### src/rtl/rsv_pkg.sv
package rsv_pkg;
  typedef enum logic [1:0] {
    K_LR = 2'b00,
    K_ST = 2'b01,
    K_SC = 2'b10,
    K_LD = 2'b11
  } req_kind_e;
endpackage

### src/rtl/rsv_match.sv
module rsv_match #(
  parameter int N     = 8,
  parameter int TAG_W = 29,
  parameter int CTX_W = 4
) (
  input  logic [N-1:0]     ent_vld,
  input  logic [TAG_W-1:0] ent_tag [N],
  input  logic [CTX_W-1:0] ent_ctx [N],
  input  logic [TAG_W-1:0] look_tag,
  input  logic [CTX_W-1:0] look_ctx,
  output logic [N-1:0]     tag_hit,
  output logic [N-1:0]     own_hit,
  output logic             pair_any
);
  // one comparator pair per slot, all in parallel
  for (genvar i = 0; i < N; i++) begin : g_cmp
    assign tag_hit[i] = ent_vld[i] && (ent_tag[i] == look_tag);
    assign own_hit[i] = ent_vld[i] && (ent_ctx[i] == look_ctx);
  end
  assign pair_any = |(tag_hit & own_hit);
endmodule

### src/rtl/rsv_alloc.sv
module rsv_alloc #(
  parameter int N = 8
) (
  input  logic [N-1:0] ent_vld,
  input  logic [N-1:0] own_hit,
  output logic [N-1:0] slot_oh
);
  logic found;
  always_comb begin
    slot_oh = '0;
    found   = 1'b0;
    if (|own_hit) begin
      slot_oh = own_hit;            // reuse the context's own slot
    end else begin
      for (int i = 0; i < N; i++) begin
        if (!found && !ent_vld[i]) begin
          slot_oh[i] = 1'b1;
          found      = 1'b1;
        end
      end
      if (!found) slot_oh[0] = 1'b1; // table full: give up slot 0
    end
  end
endmodule

### src/rtl/rsv_table.sv
module rsv_table #(
  parameter int N     = 8,
  parameter int TAG_W = 29,
  parameter int CTX_W = 4
) (
  input  logic             clk,
  input  logic             rst,
  input  logic             do_lr,
  input  logic             do_wr,
  input  logic [N-1:0]     slot_oh,
  input  logic [N-1:0]     tag_hit,
  input  logic [TAG_W-1:0] new_tag,
  input  logic [CTX_W-1:0] new_ctx,
  output logic [N-1:0]     vld_q,
  output logic [TAG_W-1:0] tag_q [N],
  output logic [CTX_W-1:0] ctx_q [N]
);
  for (genvar i = 0; i < N; i++) begin : g_ent
    always_ff @(posedge clk) begin
      if (rst)                        vld_q[i] <= 1'b0;
      else if (do_wr && tag_hit[i])   vld_q[i] <= 1'b0;
      else if (do_lr && slot_oh[i])   vld_q[i] <= 1'b1;
    end

    always_ff @(posedge clk) begin
      if (do_lr && slot_oh[i]) begin
        tag_q[i] <= new_tag;
        ctx_q[i] <= new_ctx;
      end
    end

    a_r8_write_clears: assert property (@(posedge clk) disable iff (rst)
      (do_wr && tag_hit[i]) |=> !vld_q[i]);
    a_r2_slot_filled: assert property (@(posedge clk) disable iff (rst)
      (do_lr && slot_oh[i]) |=> (vld_q[i] && tag_q[i] == $past(new_tag)
                                 && ctx_q[i] == $past(new_ctx)));
  end

  a_r2_one_slot: assert property (@(posedge clk) disable iff (rst)
    do_lr |-> ($countones(slot_oh) == 1));
endmodule

### src/rtl/rsv_monitor.sv
module rsv_monitor #(
  parameter int ENTRIES  = 8,
  parameter int ADDR_W   = 32,
  parameter int CORE_W   = 2,
  parameter int THREAD_W = 2,
  parameter int GRAN_LG  = 3
) (
  input  logic                clk,
  input  logic                rst,
  input  logic                req_valid,
  input  logic [1:0]          req_kind,
  input  logic [ADDR_W-1:0]   req_addr,
  input  logic [CORE_W-1:0]   req_core,
  input  logic [THREAD_W-1:0] req_thread,
  output logic                sc_done,
  output logic                sc_pass,
  output logic                wr_en
);
  import rsv_pkg::*;

  localparam int TAG_W = ADDR_W - GRAN_LG;
  localparam int CTX_W = CORE_W + THREAD_W;

  req_kind_e        kind;
  logic [TAG_W-1:0] tag;
  logic [CTX_W-1:0] ctx;
  logic             unused_low;
  logic             do_lr, do_wr, do_sc, pass_c;

  logic [ENTRIES-1:0] vld_q, tag_hit, own_hit, slot_oh;
  logic [TAG_W-1:0]   tag_q [ENTRIES];
  logic [CTX_W-1:0]   ctx_q [ENTRIES];
  logic               pair_any;

  assign kind       = req_kind_e'(req_kind);
  assign tag        = req_addr[ADDR_W-1:GRAN_LG];
  assign unused_low = ^req_addr[GRAN_LG-1:0];
  assign ctx        = {req_core, req_thread};
  assign do_lr      = req_valid && (kind == K_LR);
  assign do_sc      = req_valid && (kind == K_SC);
  assign do_wr      = do_sc || (req_valid && (kind == K_ST));
  assign pass_c     = (kind == K_ST) || pair_any;

  rsv_match #(.N(ENTRIES), .TAG_W(TAG_W), .CTX_W(CTX_W)) u_match (
    .ent_vld (vld_q),
    .ent_tag (tag_q),
    .ent_ctx (ctx_q),
    .look_tag(tag),
    .look_ctx(ctx),
    .tag_hit (tag_hit),
    .own_hit (own_hit),
    .pair_any(pair_any)
  );

  rsv_alloc #(.N(ENTRIES)) u_alloc (
    .ent_vld(vld_q),
    .own_hit(own_hit),
    .slot_oh(slot_oh)
  );

  rsv_table #(.N(ENTRIES), .TAG_W(TAG_W), .CTX_W(CTX_W)) u_table (
    .clk    (clk),
    .rst    (rst),
    .do_lr  (do_lr),
    .do_wr  (do_wr),
    .slot_oh(slot_oh),
    .tag_hit(tag_hit),
    .new_tag(tag),
    .new_ctx(ctx),
    .vld_q  (vld_q),
    .tag_q  (tag_q),
    .ctx_q  (ctx_q)
  );

  always_ff @(posedge clk) begin
    if (rst) begin
      sc_done <= 1'b0;
      sc_pass <= 1'b0;
      wr_en   <= 1'b0;
    end else begin
      sc_done <= do_sc;
      sc_pass <= do_sc && pair_any;
      wr_en   <= do_wr && pass_c;
    end
  end

  a_r6_store_writes: assert property (@(posedge clk) disable iff (rst)
    (req_valid && kind == K_ST) |=> (wr_en && !sc_done));
  a_r7_sc_gates_write: assert property (@(posedge clk) disable iff (rst)
    do_sc |=> (sc_done && (wr_en == sc_pass)));
  a_r5_load_quiet: assert property (@(posedge clk) disable iff (rst)
    (req_valid && kind == K_LD) |=> (!wr_en && !sc_done));
  a_r10_idle_quiet: assert property (@(posedge clk) disable iff (rst)
    !req_valid |=> (!wr_en && !sc_done && !sc_pass));
  a_r7_pass_needs_sc: assert property (@(posedge clk) disable iff (rst)
    sc_pass |-> sc_done);
endmodule

### config.mk
export PLATFORM = sky130hd
export DESIGN_NAME = rsv_monitor
export DESIGN_NICKNAME = d
export VERILOG_FILES = /design/src/rtl/rsv_pkg.sv /design/src/rtl/rsv_match.sv /design/src/rtl/rsv_alloc.sv /design/src/rtl/rsv_table.sv /design/src/rtl/rsv_monitor.sv
export SDC_FILE = /design/constraint.sdc
export NUM_CORES = 1
export LEC_CHECK = 0
export CAP_MARGIN = 25
export CORE_MARGIN = 4
export CORE_UTILIZATION = 55
export CTS_CLUSTER_SIZE = 24
export DETAILED_ROUTE_END_ITERATION = 10
export PLACE_DENSITY = 0.76
export REMOVE_ABC_BUFFERS = 1
export SKIP_LAST_GASP = 1
export SLEW_MARGIN = 20
export SYNTH_ARGS = -nofsm -noshare
export SYNTH_HDL_FRONTEND = slang
export SYNTH_SLANG_ARGS = --single-unit
export TNS_END_PERCENT = 30
### constraint.sdc
create_clock -name clk -period 4 [get_ports clk]
set_input_delay 0.4 -clock clk [delete_from_list [all_inputs] [get_ports clk]]
set_output_delay 0.4 -clock clk [all_outputs]
set_load 0.02 [all_outputs]
==> metrics.csv <==
metric;value;unit
Slew @ Worst Pin;911;ps
Max H-tree Level;1;
achievable clock frequency;328;MHz
Gate power share;6.0;%
All-Layer GR Usage;21.2;%
routed via count;6394;
DR pass1 iterations;5;
Int Pwr;4810;µW
largest family of logic cells by synthesized area;XOR/XNOR gates;
setup_tns;0;ps
global-route wire length before repair;38600;µm
Core Area;21000;µm²
HP Class;primary input to flip-flop;
number of synthesized flops with an enable pin;264;
worst path required time;4220;ps
cell row count;53;
critical-path cell list;clkdlybuf4s50_1, buf_4, xor2_1, nor4_2, nor4_4, nand3_2, or3_1, a21oi_4, buf_12;
Leakage;0.00428;µW
CP Capture Type;flip-flop;
port buffer count;40;
adder-cell share of the synthesized area;0;%
sequential share of power;52.4;%
fraction of registers with async set/reset;0;%
Ys Warns;0;
Place WS;431;ps
post-layout min period;3050;ps
top cells by area, synth;edfxtp_1 (68%), xnor2_1 (14%), xor2_1 (6.2%), nand4_1 (2.4%), dfxtp_1 (1.9%);
post-synth top area share;67.7;%
DR DRC count;0;
Clock Skew;11.3;ps
fin nets;875;
Root Buffer Master;clkbuf_16;
Distinct cells, synth;37;
initial core utilization;55.9;%
Hold Buf Count CTS;0;
#FFs+latches synth;275;
fin worst setup slack;954;ps
CTS Buffer Depth;3;
vias per std cell;5.66;
antenna fix cells;0;
Post-synth top cells;edfxtp_1 (264), xnor2_1 (181), xor2_1 (83), nand4_1 (45), buf_2 (30);
Finish-stage setup viols;0;
Mapped Area;11700;µm²
status;complete, no violations;
max-cap viol count;0;
Sw Share;20.5;%
# Post-CTS Setup Buffers;0;
Die Area;23700;µm²
Num Clock Sinks;275;
post-synthesis compound-gate area fraction;1.55;%
crit-path max FO;33;
share of layout cells above drive strength 1;12.6;%
mux cell area share after synthesis;0;%
total CTS buffers;28;
gr ovfl total;0;
Critical Path Start Type;primary input;
vias in the first global route;6667;
r2r setup slk;1300;ps
largest net degree at the start of global routing;34;
Most used DFF post-synth;edfxtp_1;
Period Utilization, post-route;76.1;%
dominant cell type by area after synthesis;edfxtp_1;
CP max stage delay;760;ps
Worst-path clk slew;60;ps
DRT iter0 DRCs;524;
switching power;1240;µW
initial antenna violation count;0;
top-count cell post-synth;edfxtp_1;
RSZ-0062 raised after global routing;no;
slowest cell on the critical path;clkdlybuf4s50_1;
register area share after synthesis;69.6;%
Routed wire per std cell;22.1;µm
Die H;154;µm
TritonCTS clock tree;built;
Peak VDD IR;0.348;mV
area delta synth->final;16.7;%
Slew headroom;39.1;%
worst path arrival time;3270;ps
Syn Area/Cell;15.7;µm²
IO Pins;44;
crit path kind;primary input to flip-flop;
Post-Synth XOR/XNOR Area;19.7;%
RePlAce Congestion;0.906;
CTS-repair resized insts;0;
Die Width;154;µm
Max Slew Vio Count;0;
Post-DP HPWL;16500;µm
post-route ant nets;0;
Simple-Gate Fraction of Synth Area;7.40;%
Clk network pwr share;41.6;%
Worst-Skew Late Latency;540;ps
Cells after Synth;745;
final count of hold timing violations;0;
P per Cell Area;443;nW/µm²
WL final;24900;µm
-- worst paths after layout --
path	depth (start not counted)	end	from
setup / recovery	9	u_table.tag_q[134]	req_thread[0]
hold / removal	1	u_table.tag_q[180]	req_addr[9]
setup reg to reg	7	wr_en	u_table.tag_q[55]
hold reg to reg	1	u_table.vld_q[5]	u_table.vld_q[5]
-- layout make-up --
type	count	area [µm²]
Multi-Input combinational cell	431	3380
Sequential cell	275	8150
Tap cell	275	344
Fill cell	1507	7290
Inverter	2	7.51
Clock inverter	15	119
Clock buffer	35	778
Timing Repair Buffer	96	883
-- cells in the final DEF (no fill, tap or decap), types with 4 or more instances in the layout --
master	netlist	routed
edfxtp_1	264	264
xnor2_1	181	181
xor2_1	83	83
buf_4	3	51
nand4_1	45	45
clkdlybuf4s50_1	0	40
nor4_1	29	29
clkbuf_16	0	29
nand2_1	18	18
o21a_1	12	12
nand3_1	11	11
nor3_1	11	11
dfxtp_1	11	11
clkinv_2	0	8
nor2_1	5	5
nor3b_1	5	5
clkinv_1	0	5
buf_12	0	5
a31oi_1	4	4
-- kinds of logic (layout without fill, tap and decap cells) --
family / count (synthesis) / count (layout)
flops: 275 / 275
compound gates: 25 / 25
simple gates: 142 / 142
xor+xnor: 264 / 264
buf+inv: 39 / 148
-- stage by stage --
stage	cell area [µm²]	hold WS [ps]	std cells	power, µW	util [%]
final	13700	511	1129	6060	65.2
after global routing	13700	506	1129	6260	65.2
after CTS	13700	493	1129	6110	65.2
after detailed placement	12800	578	1079	3600	60.9
after global placement	12800	571	1079	3590	60.9
after floorplan	11500	472	708	3380	-
-- layer usage --
layer | track usage [%] | wire length [µm]
met5 | 0 | 0
met4 | 6.81 | 683
met3 | 3.80 | 1680
met2 | 35.0 | 12000
met1 | 28.9 | 10500
-- power by group through the flow --
stage          Combinational (µW)  Clock (µW)  Sequential (µW)
2_1_floorplan                 141           0             3240
3_3_place_gp                  350           0             3240
3_5_place_dp                  362           0             3240
4_1_cts                       365        2570             3180
5_1_grt                       391        2700             3170
6_report                      361        2520             3180
-- registers in the layout (all words and copies together) (netlist names) --
register and count:
sc_done 1, u_table.ctx_q 32, u_table.tag_q 232, wr_en 1, sc_pass 1, u_table.vld_q 8
-- worst max-delay path: cells and delay by family --
family | cells | cell delay [ps]
buf+inv | 3 | 1260
simple gates | 4 | 1220
compound gates | 1 | 180
xor+xnor | 1 | 180
(Power assumes the default switching activity.)
